===== config.mk =====
export PLATFORM = sky130hd
export DESIGN_NAME = shc_unit
export DESIGN_NICKNAME = d
export VERILOG_FILES = /design/src/rtl/shc_pkg.sv /design/src/rtl/shc_decode.sv /design/src/rtl/shc_core.sv /design/src/rtl/shc_stage.sv /design/src/rtl/shc_unit.sv
export SDC_FILE = /design/constraint.sdc
export NUM_CORES = 1
export LEC_CHECK = 0
export BUFFER_PORTS_ARGS = -buffer_cell sky130_fd_sc_hd__clkbuf_2
export CAP_MARGIN = 30
export CELL_PAD_IN_SITES_DETAIL_PLACEMENT = 1
export CELL_PAD_IN_SITES_GLOBAL_PLACEMENT = 1
export CORE_UTILIZATION = 40
export CTS_BUF_LIST = sky130_fd_sc_hd__clkbuf_8 sky130_fd_sc_hd__clkbuf_16
export CTS_CLUSTER_SIZE = 40
export DETAILED_ROUTE_END_ITERATION = 8
export HOLD_SLACK_MARGIN = 0.02
export PLACE_DENSITY_LB_ADDON = 0.1
export SKIP_CTS_REPAIR_TIMING = 1
export SYNTH_ARGS = -nofsm -noshare
export SYNTH_HDL_FRONTEND = slang
export SYNTH_SLANG_ARGS = --single-unit

===== constraint.sdc =====
create_clock -name clk -period 4.2 [get_ports clk]
set_input_delay 1.05 -clock clk [delete_from_list [all_inputs] [get_ports clk]]
set_output_delay 1.05 -clock clk [all_outputs]
set_load 0.005 [all_outputs]

===== src/rtl/shc_pkg.sv =====
package shc_pkg;

  typedef enum logic [2:0] {
    SK_LSL = 3'd0,
    SK_LSR = 3'd1,
    SK_ASR = 3'd2,
    SK_ROR = 3'd3,
    SK_RRX = 3'd4
  } shift_kind_e;

  localparam logic [1:0] TY_LSL = 2'd0;
  localparam logic [1:0] TY_LSR = 2'd1;
  localparam logic [1:0] TY_ASR = 2'd2;
  localparam logic [1:0] TY_ROR = 2'd3;

endpackage


===== src/rtl/shc_decode.sv =====
module shc_decode import shc_pkg::*; #(
  parameter int W = 32,
  localparam int AW = $clog2(W)
) (
  input  logic [1:0]  sh_type,
  input  logic        imm_mode,
  input  logic [AW:0] sh_amt,
  output shift_kind_e kind,
  output logic [AW:0] eff_amt
);

  logic [AW-1:0] field;

  always_comb begin
    field   = sh_amt[AW-1:0];
    eff_amt = sh_amt;
    unique case (sh_type)
      TY_LSL:  kind = SK_LSL;
      TY_LSR:  kind = SK_LSR;
      TY_ASR:  kind = SK_ASR;
      default: kind = SK_ROR;
    endcase
    if (imm_mode) begin
      eff_amt = {1'b0, field};
      if (field == '0) begin
        if (sh_type == TY_LSR || sh_type == TY_ASR) begin
          eff_amt = (AW+1)'(W);
        end else if (sh_type == TY_ROR) begin
          kind    = SK_RRX;
          eff_amt = (AW+1)'(1);
        end
      end
    end
  end

endmodule


===== src/rtl/shc_core.sv =====
module shc_core import shc_pkg::*; #(
  parameter int W = 32,
  localparam int AW = $clog2(W)
) (
  input  logic [W-1:0] operand,
  input  shift_kind_e  kind,
  input  logic [AW:0]  eff_amt,
  input  logic         carry_in,
  output logic [W-1:0] result,
  output logic         carry_out
);

  // One spare bit beside the word catches the last bit shifted out.
  logic [W:0]    lsl_w, lsr_w, asr_w;
  logic [W-1:0]  rot_res;
  logic [AW-1:0] rot_n;

  always_comb begin
    rot_n   = eff_amt[AW-1:0];
    lsl_w   = {1'b0, operand} << eff_amt;
    lsr_w   = {operand, 1'b0} >> eff_amt;
    asr_w   = (W+1)'($signed({operand, 1'b0}) >>> eff_amt);
    rot_res = W'({operand, operand} >> rot_n);
  end

  always_comb begin
    result    = operand;
    carry_out = carry_in;
    if (eff_amt != '0) begin
      unique case (kind)
        SK_LSL: begin result = lsl_w[W-1:0]; carry_out = lsl_w[W]; end
        SK_LSR: begin result = lsr_w[W:1];   carry_out = lsr_w[0]; end
        SK_ASR: begin result = asr_w[W:1];   carry_out = asr_w[0]; end
        SK_ROR: begin result = rot_res;      carry_out = rot_res[W-1]; end
        default: begin
          result    = {carry_in, operand[W-1:1]};
          carry_out = operand[0];
        end
      endcase
    end
  end

endmodule


===== src/rtl/shc_stage.sv =====
module shc_stage #(
  parameter int W = 32,
  parameter bit OUT_REG = 1'b1
) (
  input  logic         clk,
  input  logic         rst,
  input  logic         d_valid,
  input  logic [W-1:0] d_result,
  input  logic         d_carry,
  output logic         q_valid,
  output logic [W-1:0] q_result,
  output logic         q_carry
);

  generate
    if (OUT_REG) begin : g_reg
      always_ff @(posedge clk) begin
        if (rst) begin
          q_valid  <= 1'b0;
          q_result <= '0;
          q_carry  <= 1'b0;
        end else begin
          q_valid  <= d_valid;
          q_result <= d_result;
          q_carry  <= d_carry;
        end
      end
    end else begin : g_comb
      assign q_valid  = d_valid;
      assign q_result = d_result;
      assign q_carry  = d_carry;
    end
  endgenerate

endmodule


===== src/rtl/shc_unit.sv =====
module shc_unit import shc_pkg::*; #(
  parameter int W = 32,
  parameter bit OUT_REG = 1'b1,
  localparam int AW = $clog2(W)
) (
  input  logic         clk,
  input  logic         rst,
  input  logic         in_valid,
  input  logic         imm_mode,
  input  logic [1:0]   sh_type,
  input  logic [AW:0]  sh_amt,
  input  logic [W-1:0] operand,
  input  logic         carry_in,
  output logic         out_valid,
  output logic [W-1:0] result,
  output logic         carry_out
);

  shift_kind_e  kind;
  logic [AW:0]  eff_amt;
  logic [W-1:0] comb_result;
  logic         comb_carry;

  shc_decode #(.W(W)) u_decode (
    .sh_type (sh_type),
    .imm_mode(imm_mode),
    .sh_amt  (sh_amt),
    .kind    (kind),
    .eff_amt (eff_amt)
  );

  shc_core #(.W(W)) u_core (
    .operand  (operand),
    .kind     (kind),
    .eff_amt  (eff_amt),
    .carry_in (carry_in),
    .result   (comb_result),
    .carry_out(comb_carry)
  );

  shc_stage #(.W(W), .OUT_REG(OUT_REG)) u_stage (
    .clk     (clk),
    .rst     (rst),
    .d_valid (in_valid),
    .d_result(comb_result),
    .d_carry (comb_carry),
    .q_valid (out_valid),
    .q_result(result),
    .q_carry (carry_out)
  );

endmodule


# After elaboration in Yosys (flattened, before gate mapping)
# Cells that the tools add are included.
[word_totals]
mem_bits_ro = 0
regBits = 34
ramBits = 0
word_cells = 31
n_memories = 0
output_inout_bits = 34
latch_bits = 0
[op_classes]
n_mul = 0
bitwise = 0
n_shift = 4
magnitude_cmp = 0
addsub = 0
n_reduce_logical = 5
n_mux = 13
div_mod_pow = 0
eq_ne = 6
[op_table]
columns = ["operator", "count"]
rows = [
  ["$pmux W32 S4", 1],
  ["$shr A64 B5 Y32", 1],
  ["$shl A32 B6 Y33", 1],
  ["$shr A33 B6 Y33", 1],
  ["$sshr A33 B6 Y33", 1],
  ["$mux W32", 1],
  ["$mux W6", 3],
  ["$mux W3", 4],
  ["$eq A3 B2 Y1 const B", 2],
  ["$pmux W2 S3", 1],
  ["$reduce_bool A6 Y1", 1],
  ["$logic_not A5 Y1", 1],
  ["$mux W5", 1],
  ["$eq A2 B2 Y1 const B", 2],
  ["$pmux W1 S4", 1],
  ["$eq A3 B1 Y1 const B", 1],
  ["$logic_not A3 Y1", 1],
  ["$eq A2 B1 Y1 const B", 1],
  ["$logic_not A2 Y1", 1],
  ["$logic_or A1 B1 Y1", 1],
  ["$mux W1", 1],
]

# Depth between registers and ports, before layout
[depth]
ltp_word = 9
ltp_mapped = 14

# Modules after synthesis
# From an unflattened synthesis, not the netlist that was laid out.
[unflattened]
hier_cells = 983
hier_area_um2 = 7668.6
[by_module_without_submodules]
columns = ["module", "cells_per_inst", "area_per_inst_um2", "instances", "seq_area_each_um2"]
rows = [
  ["shc_core", 888, 6553.8, 1, 0.0],
  ["shc_stage", 71, 937.1, 1, 680.7],
  ["shc_decode", 24, 177.7, 1, 0.0],
]

# Least setup slack after synthesis
# Ideal clock, no wire load.
[synth_timing]
path_type = "input to register"
from = "input port sh_type[0]"
to = "register u_stage.q_result[5]"
setup_slack_ns = 0.303
arrival_time_ns = 3.776
stages = 9
setup_ns = 0.122
n_path_buf = 0
cell_sequence = "inv_1 -> ha_1 -> nand4bb_2 -> o21ai_4 -> mux4_1 -> mux2_2 -> a222oi_1 -> o211ai_1 -> a221o_1"
[synth_via]
elab_chain_cells = 9
[synth_lines]
columns = ["item", "line_no", "text"]
rows = [
  ["from (decl)", "shc_unit.sv:10", "input logic [1:0] sh_type,"],
  ["branches (longest 8 deep; another with $sshr A33 B6 Y33)", "-", ""],
  ["$mux W32 (*)", "shc_core.sv:29", "if (eff_amt != '0) begin"],
  ["to (signal assigned)", "shc_stage.sv:24", "q_result <= d_result;"],
  ["to (decl)", "shc_stage.sv:11", "output logic [W-1:0] q_result,"],
]
# Every way passes the cells marked *.
# A chain may end at the register's enable or synchronous reset.

# Final worst setup path
[layout_timing]
from = "input port sh_type[0]"
to = "register u_stage.q_result[31]"
# The elaborated chain is that of the path after synthesis.

==> metrics.yaml <==
status: "complete, no violations"
htreeDepth: 2
hold_viol_final: 0
die_w_um: 138.0
syn-num-nets: 1014
yosys.area_share.xor_xnor_pct: 0
cp_data_arrival_time_ps: 4260
grt_pass1_vias: 10430
viasPerCell: 7.996
setup_viol: 0
max_freq_ghz: 0.2445
io-pin-count: 79
min_period_ps: 4090
drc: 0
slew_violations: 0
core_area_um2: 18020
drt-met1-wl_um: 18600
critPathKind: "input pin to flop"
fin_nets: 1165
p_leak_nw: 3.777
async_reset_ff_share_pct: 0
drt-pass1-iter-count: 9
synth_simple_gate_area_share_pct: 19.59
diodes: 0
powerDensity_nw_per_um2: 235.4
worst_slew_pin_slew_ps: 998.9
synth_edf_count: 0
clockRootBuffer: "clkbuf_16"
grt_pass1_wl_um: 73790
start_util_pct: 41.07
synthAdderAreaFrac_pct: 1.183
top_layer: "met5"
min_path_type: "input pin to flop"
cp_max_fo: 9
wirelength_um: 51570
dieArea_um2: 19060
slew_headroom_pct: 33.00
dpl.hpwl_um: 38900
cts_tree: "yes"
ys.warnings.count: 0
postRouteAntennaNets: 0
ys_top_cells_by_area: "mux4_2 (16%), dfxtp_1 (9.2%), mux2i_1 (8.7%)"
antenna_found_initial: 2
routedWlPerCell_um: 38.40
drtIter0Drc: 1674
yosysTopAreaCellShare_pct: 15.82
instances_no_fill: 1343
layout_common_cells: "buf_4 (172), nand2_1 (98), nor2_1 (80)"
row_count: 49
netlist_instances: 962
synth_seq_area_share_pct: 9.194
clock-sinks: 34
vias: 10740
io_buffers: 78
die_h_um: 138.0
dp_cells: 1335
wl_met2_um: 20800
synth-compound-area-share_pct: 34.70
synth_top_cell_by_area: "mux4_2"
syn_area_um2: 7403
path_clk_slew_ps: 70
grt_max_degree: 83
worstPathRequired_ps: 4370
gp_congestion: 1.126
wl_met3_um: 7839
area_growth_pct: 24.25
grt_usage_pct: 52.87
start_kind: "input pin"
synth_top_family_by_area: "compound AO/OA/AOI/OAI gates"
synth.area.mux_share_pct: 27.41
clock_path_buffers: 2
gr-total-overflow: 0
drv_cap: 0
ys_ff_latch: 34
fin_util_pct: 51.03
netlist-cell-type-count: 91
min_period_over_period_pct: 97.37
drive_gt1_share_pct: 31.96
cts_buffers: 5
end_kind: "flop"
ys.flop_type: "dfxtp_1"
syn_area_per_cell_um2: 7.696
setup_tns_ps: 0
final_common_cell: "buf_4"
ir_drop_uv: 229.0
rsz0062_at_grt: "false"
report_power, final:
group | internal (mW) | switching (mW)
sequential | 0.362 | 0.0164
combinational | 0.527 | 0.862
clock | 0.234 | 0.165
total | 1.12 | 1.04
synthesized netlist by cell type, types with 6 or more instances:
cell type	count
buf_6	6
a31oi_1	11
o22ai_1	21
o211ai_1	22
nand2_1	98
a311oi_1	11
buf_2	16
a211oi_1	22
nand3_1	25
a22oi_1	12
nor3_1	23
dfxtp_1	34
clkbuf_1	70
a21oi_1	65
buf_1	17
mux4_2	52
o21a_1	6
a32oi_1	6
nor2b_1	6
a221oi_1	15
and3_1	8
inv_1	20
o21ai_0	53
mux2i_1	64
o221ai_1	14
o31ai_1	17
nor2_1	80
nand2b_1	13
ha_1	7
mux2_2	10
o211a_1	7
final cells by class:
type                            count  area, µm²
Timing Repair Buffer              258       1842
Multi-Input combinational cell    792       6160
Inverter                           22      82.58
Sequential cell                    34      680.7
Clock buffer                        6      138.9
Clock inverter                      2      8.758
Tap cell                          229      286.5
Fill cell                        2259       8826
critical path, cell delays in order:
cell,delay (ps)
clkbuf_2,90
inv_1,60
ha_1,330
nand4bb_2,310
o21ai_4,340
buf_12,200
mux4_2,590
nor3_1,260
a211oi_1,80
o211a_1,170
a2111oi_1,470
buf_4,230
o32ai_1,70
layer usage:
| metal | GRT usage [%] | up-vias |
|---|---|---|
| li1 | - | 4129 |
| met1 | 66.36 | 5152 |
| met2 | 76.66 | 1110 |
| met3 | 19.29 | 346 |
| met4 | 32.79 | 2 |
| met5 | 0 | - |
through the flow:
stage	hold slack [ps]	total power [mW]	worst slack [ps]	instance area, µm²
3_3_place_gp	1270	1.670	-56.15	9039
6_report	985.2	2.166	110.4	9199
4_1_cts	990.0	2.076	117.6	9186
3_5_place_dp	1275	1.681	-169.9	9039
2_1_floorplan	1168	1.043	302.6	7403
5_1_grt	1009	2.201	10.65	9199
final timing paths:
kind,from,end,slack (ps),depth (start not counted)
max,sh_type[0],u_stage.q_result[31],110,13
min,in_valid,u_stage.q_valid,990,2
sequential cells by signal, summed over array words and instances, names as in the netlist:
signal and flops:
u_stage.q_carry 1, u_stage.q_result 32, u_stage.q_valid 1
cells by family after synthesis:
logic type	after synthesis
AO/OA/AOI/OAI	357
adder cells (fa/ha/maj)	7
multiplexers	130
flip-flops	34
buffers and inverters	136
AND/OR/NAND/NOR	298
No activity file was read; power rests on OpenSTA's default activity.
